## src/rtl/cbt_pkg.sv

```systemverilog
// Shared widths, field positions and types of the CAN bit timing generator.
// Assumes the 32-bit timing word layout described in the brief.
package cbt_pkg;
    localparam int BRP_W      = 10;
    localparam int SJW_W      = 2;
    localparam int TS1_W      = 4;
    localparam int TS2_W      = 3;
    localparam int BRP_LSB    = 0;
    localparam int SJW_LSB    = 14;
    localparam int TS1_LSB    = 16;
    localparam int TS2_LSB    = 20;
    localparam int TRIPLE_BIT = 23;
    localparam int CNT_W      = TS1_W + 2;

    typedef struct packed {
        logic [BRP_W-1:0] brp_m1;
        logic [SJW_W-1:0] sjw_m1;
        logic [TS1_W-1:0] ts1_m1;
        logic [TS2_W-1:0] ts2_m1;
        logic             triple;
    } cbt_cfg_t;

    typedef enum logic [1:0] {
        SEG_SYNC = 2'd0,
        SEG_TS1  = 2'd1,
        SEG_TS2  = 2'd2
    } cbt_seg_e;

    function automatic cbt_cfg_t cbt_unpack(input logic [31:0] w);
        cbt_cfg_t c;
        c.brp_m1 = w[BRP_LSB +: BRP_W];
        c.sjw_m1 = w[SJW_LSB +: SJW_W];
        c.ts1_m1 = w[TS1_LSB +: TS1_W];
        c.ts2_m1 = w[TS2_LSB +: TS2_W];
        c.triple = w[TRIPLE_BIT];
        return c;
    endfunction
endpackage

```

## src/rtl/cbt_prescaler.sv

```systemverilog
// Time-quantum prescaler: tick is high for one cycle every brp_m1+1 cycles.
// Assumes brp_m1 is constant while hold is low; hold clears the count.
module cbt_prescaler #(
    parameter int W = 10
) (
    input  logic         clk,
    input  logic         rst_n,
    input  logic         hold,
    input  logic [W-1:0] brp_m1,
    output logic         tick
);
    logic [W-1:0] pc_q;

    assign tick = !hold && (pc_q == brp_m1);

    // count clock cycles within one quantum
    always_ff @(posedge clk) begin
        if (!rst_n || hold) pc_q <= '0;
        else if (tick)      pc_q <= '0;
        else                pc_q <= pc_q + W'(1);
    end

    p_count_bound_r1: assert property (@(posedge clk) disable iff (!rst_n)
        !hold |-> pc_q <= brp_m1);
endmodule

```

## src/rtl/cbt_seg_ctl.sv

```systemverilog
// Bit segment sequencer: sync, TS1, TS2 with resynchronisation and hard sync.
// Works on quantum granularity: the bus level is compared at consecutive ticks.
// Assumes the configuration is constant while hold is low.
module cbt_seg_ctl
    import cbt_pkg::*;
(
    input  logic     clk,
    input  logic     rst_n,
    input  logic     hold,
    input  logic     tick,
    input  logic     rx_in,
    input  logic     bus_idle,
    input  cbt_cfg_t cfg,
    output logic     sample_now,
    output logic     bit_now
);
    cbt_seg_e         seg_q, seg_n;
    logic [CNT_W-1:0] cnt_q, cnt_n, ext_q, ext_n, ext_v, phase;
    logic             shrunk_q, shrunk_n, shr_v, resync_q, resync_n, lvl_q;
    logic             early_end, samp_c, bit_c;
    logic [CNT_W-1:0] t1_nom, t2_nom, sjw, t2_end;
    logic             fall, hard;

    assign t1_nom = CNT_W'(cfg.ts1_m1) + CNT_W'(1);
    assign t2_nom = CNT_W'(cfg.ts2_m1) + CNT_W'(1);
    assign sjw    = CNT_W'(cfg.sjw_m1) + CNT_W'(1);
    assign fall   = lvl_q && !rx_in;
    assign hard   = bus_idle && fall;

    // next segment state for the quantum that ends at this tick
    always_comb begin
        seg_n = seg_q;  cnt_n = cnt_q;  ext_n = ext_q;
        shrunk_n = shrunk_q;  resync_n = resync_q;
        samp_c = 1'b0;  bit_c = 1'b0;  early_end = 1'b0;
        ext_v = ext_q;  shr_v = shrunk_q;  phase = '0;
        t2_end = t2_nom;
        if (hard) begin
            seg_n = SEG_TS1;  cnt_n = '0;  ext_n = '0;
            shrunk_n = 1'b0;  resync_n = 1'b0;
        end else begin
            case (seg_q)
                SEG_SYNC: begin
                    seg_n = SEG_TS1;
                    cnt_n = '0;
                end
                SEG_TS1: begin
                    if (fall && !resync_q) begin
                        phase    = cnt_q + CNT_W'(1);
                        ext_v    = (phase < sjw) ? phase : sjw;
                        resync_n = 1'b1;
                    end
                    ext_n = ext_v;
                    if (cnt_q == t1_nom + ext_v - CNT_W'(1)) begin
                        samp_c = 1'b1;
                        seg_n  = SEG_TS2;
                        cnt_n  = '0;
                    end else begin
                        cnt_n = cnt_q + CNT_W'(1);
                    end
                end
                SEG_TS2: begin
                    if (fall && !resync_q) begin
                        phase    = t2_nom - cnt_q;
                        resync_n = 1'b1;
                        if (phase <= sjw) early_end = 1'b1;
                        else              shr_v = 1'b1;
                    end
                    t2_end = shr_v ? (t2_nom - sjw) : t2_nom;
                    if (early_end || cnt_q == t2_end - CNT_W'(1)) begin
                        bit_c    = 1'b1;
                        seg_n    = early_end ? SEG_TS1 : SEG_SYNC;
                        cnt_n    = '0;
                        ext_n    = '0;
                        shrunk_n = 1'b0;
                        resync_n = 1'b0;
                    end else begin
                        cnt_n    = cnt_q + CNT_W'(1);
                        shrunk_n = shr_v;
                    end
                end
                default: begin
                    seg_n = SEG_SYNC;
                    cnt_n = '0;
                end
            endcase
        end
    end

    assign sample_now = tick && samp_c;
    assign bit_now    = tick && bit_c;

    // advance the segment state once per quantum
    always_ff @(posedge clk) begin
        if (!rst_n || hold) begin
            seg_q <= SEG_SYNC;  cnt_q <= '0;  ext_q <= '0;
            shrunk_q <= 1'b0;  resync_q <= 1'b0;  lvl_q <= 1'b1;
        end else if (tick) begin
            seg_q <= seg_n;  cnt_q <= cnt_n;  ext_q <= ext_n;
            shrunk_q <= shrunk_n;  resync_q <= resync_n;  lvl_q <= rx_in;
        end
    end

    p_ts1_bound_r5: assert property (@(posedge clk) disable iff (!rst_n)
        seg_q == SEG_TS1 |-> cnt_q < t1_nom + ext_q);
    p_ext_limit_r5: assert property (@(posedge clk) disable iff (!rst_n)
        ext_q <= sjw);
    p_ts2_bound_r6: assert property (@(posedge clk) disable iff (!rst_n)
        seg_q == SEG_TS2 |-> cnt_q < (shrunk_q ? t2_nom - sjw : t2_nom));
    p_single_resync_r7: assert property (@(posedge clk) disable iff (!rst_n)
        seg_q == SEG_SYNC |-> !resync_q && ext_q == '0);
endmodule

```

## src/rtl/cbt_sampler.sv

```systemverilog
// Bit sampler: single sampling or majority of three quantum samples.
// Assumes take is only high together with tick.
module cbt_sampler (
    input  logic clk,
    input  logic rst_n,
    input  logic hold,
    input  logic tick,
    input  logic take,
    input  logic rx_in,
    input  logic triple,
    output logic rx_bit
);
    logic [1:0] hist_q;
    logic       vote;

    assign vote = (hist_q[1] & hist_q[0]) | (hist_q[1] & rx_in) | (hist_q[0] & rx_in);

    // keep the levels of the two previous quanta
    always_ff @(posedge clk) begin
        if (!rst_n || hold) hist_q <= 2'b11;
        else if (tick)      hist_q <= {hist_q[0], rx_in};
    end

    // capture the bit at the sample point
    always_ff @(posedge clk) begin
        if (!rst_n)             rx_bit <= 1'b1;
        else if (tick && take)  rx_bit <= triple ? vote : rx_in;
    end

    p_bit_only_at_sample_r9: assert property (@(posedge clk) disable iff (!rst_n)
        !(tick && take) |=> $stable(rx_bit));
endmodule

```

## src/rtl/can_bit_timer.sv

```systemverilog
// CAN bit timing generator top: captures the timing word in reset mode,
// produces quantum, sample and bit strobes and the sampled bit.
// All outputs are registered; strobes appear one cycle after the internal tick.
module can_bit_timer
    import cbt_pkg::*;
(
    input  logic        clk,
    input  logic        rst_n,
    input  logic        cfg_hold,
    input  logic [31:0] cfg_word,
    input  logic        rx_in,
    input  logic        bus_idle,
    output logic        tq_tick,
    output logic        sample_stb,
    output logic        bit_stb,
    output logic        rx_bit
);
    cbt_cfg_t cfg_q;
    logic     tick, sample_now, bit_now;

    // capture the timing word only in reset mode
    always_ff @(posedge clk) begin
        if (!rst_n)        cfg_q <= '0;
        else if (cfg_hold) cfg_q <= cbt_unpack(cfg_word);
    end

    cbt_prescaler #(.W(BRP_W)) u_presc (
        .clk(clk), .rst_n(rst_n), .hold(cfg_hold),
        .brp_m1(cfg_q.brp_m1), .tick(tick)
    );

    cbt_seg_ctl u_seg (
        .clk(clk), .rst_n(rst_n), .hold(cfg_hold), .tick(tick),
        .rx_in(rx_in), .bus_idle(bus_idle), .cfg(cfg_q),
        .sample_now(sample_now), .bit_now(bit_now)
    );

    cbt_sampler u_samp (
        .clk(clk), .rst_n(rst_n), .hold(cfg_hold), .tick(tick),
        .take(sample_now), .rx_in(rx_in), .triple(cfg_q.triple),
        .rx_bit(rx_bit)
    );

    // register the strobes so they leave the block glitch-free
    always_ff @(posedge clk) begin
        if (!rst_n) begin
            tq_tick <= 1'b0;  sample_stb <= 1'b0;  bit_stb <= 1'b0;
        end else begin
            tq_tick    <= tick;
            sample_stb <= sample_now;
            bit_stb    <= bit_now;
        end
    end

    p_sample_on_tick_r3: assert property (@(posedge clk) disable iff (!rst_n)
        sample_stb |-> tq_tick);
    p_bit_on_tick_r2: assert property (@(posedge clk) disable iff (!rst_n)
        bit_stb |-> tq_tick);
    p_strobe_excl_r3: assert property (@(posedge clk) disable iff (!rst_n)
        !(sample_stb && bit_stb));
    p_no_tick_in_hold_r4: assert property (@(posedge clk) disable iff (!rst_n)
        cfg_hold |=> !tq_tick);
endmodule

```

## config.mk

```make
export PLATFORM = sky130hd
export DESIGN_NAME = can_bit_timer
export DESIGN_NICKNAME = d
export VERILOG_FILES = /design/src/rtl/cbt_pkg.sv /design/src/rtl/cbt_prescaler.sv /design/src/rtl/cbt_seg_ctl.sv /design/src/rtl/cbt_sampler.sv /design/src/rtl/can_bit_timer.sv
export SDC_FILE = /design/constraint.sdc
export NUM_CORES = 1
export LEC_CHECK = 0
export CAP_MARGIN = 20
export CORE_UTILIZATION = 45
export CTS_BUF_LIST = sky130_fd_sc_hd__clkbuf_8
export CTS_CLUSTER_SIZE = 12
export DETAILED_ROUTE_END_ITERATION = 10
export DONT_BUFFER_PORTS = 1
export HOLD_SLACK_MARGIN = 0.06
export SLEW_MARGIN = 20
export SYNTH_ARGS = -nofsm -noshare
export SYNTH_HDL_FRONTEND = slang
export SYNTH_SLANG_ARGS = --single-unit
```

## constraint.sdc

```tcl
create_clock -name clk -period 8.58 [get_ports clk]
set_input_delay 2.145 -clock clk [delete_from_list [all_inputs] [get_ports clk]]
set_output_delay 2.145 -clock clk [all_outputs]
set_load 0.02 [all_outputs]
```

==> metrics.md <==
| Metric | Value |
|---|---|
| Status | `finished clean` |
| Tcrit/Tclk final | `68.5%` |
| Placement Rows | `31` |
| Adder-Cell Fraction of Synth Area | `12.9%` |
| RSZ-0062 raised after global routing | `false` |
| Chip height | `90.7 um` |
| Final setup fails | `0` |
| Post-Synth XOR/XNOR Area | `10.5%` |
| Buffers plus inverters on the worst setup path | `1` |
| CP max stage cell | `o221ai_2` |
| Synth warn | `0` |
| Largest net degree at the start of global routing | `24` |
| Gpl congestion | `0.813` |
| Placed Cells | `488` |
| CTS tree | `done` |
| FF+latch count, synth | `52` |
| Post-Syn Area per Cell | `8.78 um^2` |
| DRT antenna net count | `0` |
| Clock slew at reported path FFs | `0.09 ns` |
| Synth Area in Compound Gates | `16.5%` |
| Total track usage | `19.4%` |
| WHS Path Cells | `2` |
| Register Area | `1040 um^2` |
| Antenna Cells | `0` |
| Critical path class | `reg2reg` |
| Fmax | `170 MHz` |
| Worst path depth | `21` |
| Area of the multi-input gates | `2330 um^2` |
| CP Capture Type | `flip-flop` |
| Lkg Pwr | `1.59 nW` |
| Mapped Area | `3540 um^2` |
| Vias in the first global route | `2,739` |
| Drt total wl | `7.56 mm` |
| Iter 0 DRT Violations | `152` |
| Wire per inst | `15.2 um` |
| Worst reg-to-reg path cell count | `21` |
| Worst Hold Class | `reg2reg` |
| Post-CTS setup buffer count | `0` |
| Hold buffers post-CTS | `0` |
| Total Nets Final | `467` |
| Maximum vdd drop | `100 uV` |
| Critical path fanouts, max | `12` |
| Num CTS Buffers | `5` |
| Antenna violations before repair | `0` |
| Post-synthesis sequential area ratio | `29.4%` |
| CP Launch Type | `flip-flop` |
| Critical path data required time | `8.78 ns` |
| Final setup TNS | `0 ns` |
| Most used cell, CP | `ha_1` |
| Resized cells post-CTS | `0` |
| Post-synthesis mux area share | `7.43%` |
| Clk root buf | `clkbuf_8` |
| Post-Layout Cell Count | `496` |
| FFs w/ async S/R, synth | `0%` |
| Residual DRC count | `0` |
| Slew Limit Fails | `0` |
| Main combinational cell family by area after synthesis | `simple AND/OR/NAND/NOR gates` |
| Number of flops mapped to enable cells by yosys | `0` |
| Clk Latency, worst-skew pair | `0.30 ns` |
| Fin. Hold Viols | `0` |
| First-pass GRT wire length | `12.9 mm` |
| CTS Sinks | `52` |
| Fin Clk Skew | `0.00564 ns` |
| Syn Inst Count | `403` |
| Post-DP HPWL | `5.67 mm` |
| DR pass1 iterations | `4` |
| Worst Path Arrival | `6.08 ns` |
| Vias per cell | `5.55` |
| Max-cap violations | `0` |
| Post-synthesis simple-gate area fraction | `18.4%` |
| Initial Util | `47.8%` |
| Post-synth top flop | `dfxtp_1` |
| Die width | `90.7 um` |
| Area growth, synth to finish | `4.24%` |
| Port buffer count | `0` |
| Most common cell after layout, fill and taps aside | `dfxtp_1` |
| Vias | `2,755` |
| Die Area | `8220 um^2` |
| I/O pin total | `41` |
| Most frequent cells in the layout | `dfxtp_1, nor2_1, ha_1` |
| Slew HR | `49.6%` |
| Share of cells above drive strength 1 | `6.30%` |
| Grt ovf | `0` |
| Actual slew at the worst max-slew pin | `0.755 ns` |
| Syn_nets | `474` |
| CP Cell Sequence | `ha_1, xnor2_1, inv_1, ha_1, xor2_1, ha_1, o21a_1, o21ai_0, a31oi_2, nor2_4, mux2i_1, ha_1, xor2_1, mux2_2, a211oi_1, a311oi_1, mux2i_1, nand4b_1, o221ai_2, o21ai_2, a41o_1` |
| Core area | `7410 um^2` |
| Largest stage delay, worst path | `0.54 ns` |
| H-tree depth | `2` |
| Distinct cells, synth | `64` |
| Layout fillers | `710` |
| Shortest period the worst path allows | `5.88 ns` |
| Max Root-Sink Buffers | `2` |
| Delay-heaviest family, CP | `compound AO/OA/AOI/OAI gates` |
| PwrDens | `148 nW/um^2` |
==> final timing paths <==
check | start | end | slack [ns]
hold reg to reg | u_seg.shrunk_q$_SDFFE_PP0P_ | u_seg.shrunk_q$_SDFFE_PP0P_ | 0.47
setup reg to reg | cfg_q[1]$_SDFFE_PN0P_ | u_seg.ext_q[5]$_SDFFE_PP0P_ | 2.70
setup / recovery | cfg_q[1]$_SDFFE_PN0P_ | u_seg.ext_q[5]$_SDFFE_PP0P_ | 2.70
hold / removal | u_seg.shrunk_q$_SDFFE_PP0P_ | u_seg.shrunk_q$_SDFFE_PP0P_ | 0.47
==> cells in the mapped netlist, types with 3 or more instances <==
| library cell | count | area (um^2) |
|---|---|---|
| a211oi_1 | 4 | 30.0 |
| a21o_1 | 6 | 45.0 |
| a21oi_1 | 18 | 90.1 |
| a41o_1 | 3 | 30.0 |
| and3_1 | 6 | 37.5 |
| buf_2 | 3 | 15.0 |
| clkbuf_1 | 11 | 41.3 |
| dfxtp_1 | 52 | 1040 |
| fa_1 | 3 | 60.1 |
| ha_1 | 31 | 388 |
| inv_1 | 27 | 101 |
| mux2i_1 | 24 | 240 |
| nand2_1 | 22 | 82.6 |
| nand2b_1 | 8 | 50.1 |
| nand3_1 | 19 | 95.1 |
| nor2_1 | 48 | 180 |
| nor2b_1 | 4 | 25.0 |
| nor3_1 | 4 | 20.0 |
| nor4_1 | 3 | 18.8 |
| o21ai_0 | 10 | 50.1 |
| o2bb2ai_1 | 3 | 26.3 |
| or2_2 | 3 | 18.8 |
| xnor2_1 | 16 | 140 |
| xor2_1 | 24 | 210 |
==> power breakdown <==
group	internal (mW)	total (mW)	switching, mW	leakage (nW)
combinational	0.0678	0.151	0.0833	1.12
clock	0.0572	0.139	0.0817	0.0497
sequential	0.248	0.254	0.00665	0.423
==> cell type report <==
cell class / instances / area share [%]
repair buffers: 1 / 0.204
multi-input cells: 309 / 63.1
flip-flops and latches: 52 / 28.2
well taps: 99 / 3.36
clock inverters: 3 / 0.475
inverters: 27 / 2.75
clock buffers: 5 / 1.87
==> routing by layer <==
layer	share of wire [%]	wire length [um]	global-route usage [%]	up-vias
met1	49	3740	24.7	1299
met3	2.9	223	2.61	7
li1	-	-	-	1399
met4	1.5	114	7.12	0
met2	46	3480	33.4	50
met5	0	0	0	-
==> flip-flops by register name, indices dropped and copies added (netlist names) <==
| name | cells |
|---|---|
| tq_tick | 1 |
| bit_stb | 1 |
| u_seg.cnt_q | 6 |
| u_samp.hist_q | 2 |
| u_seg.ext_q | 6 |
| u_presc.pc_q | 10 |
| cfg_q | 20 |
| u_samp.rx_bit | 1 |
| u_seg.shrunk_q | 1 |
| sample_stb | 1 |
| u_seg.resync_q | 1 |
| u_seg.seg_q | 2 |
==> stage by stage <==
step | utilization (%) | hold WS [ns] | cell area (um^2) | power, mW | worst slack [ns]
after floorplan | - | 0.432 | 3540 | 0.384 | 3.29
after global placement | 48.6 | 0.447 | 3600 | 0.407 | 2.60
after detailed placement | 48.6 | 0.447 | 3600 | 0.410 | 2.59
after CTS | 49.8 | 0.467 | 3690 | 0.549 | 2.74
after global routing | 49.8 | 0.487 | 3690 | 0.581 | 2.32
final | 49.8 | 0.472 | 3690 | 0.544 | 2.70
==> tightest hold or removal path, stage by stage (launching register included) <==
cell and delay [ns]:
dfxtp_1 0.33, nand2_1 0.06, a21oi_1 0.05
==> cell families after synthesis <==
group	count (synthesis)
compound gates	76
xor+xnor	41
fa+ha+maj	35
buf+inv	42
flops	52
mux	26
simple gates	131
Power figures use the tool's default switching activity.
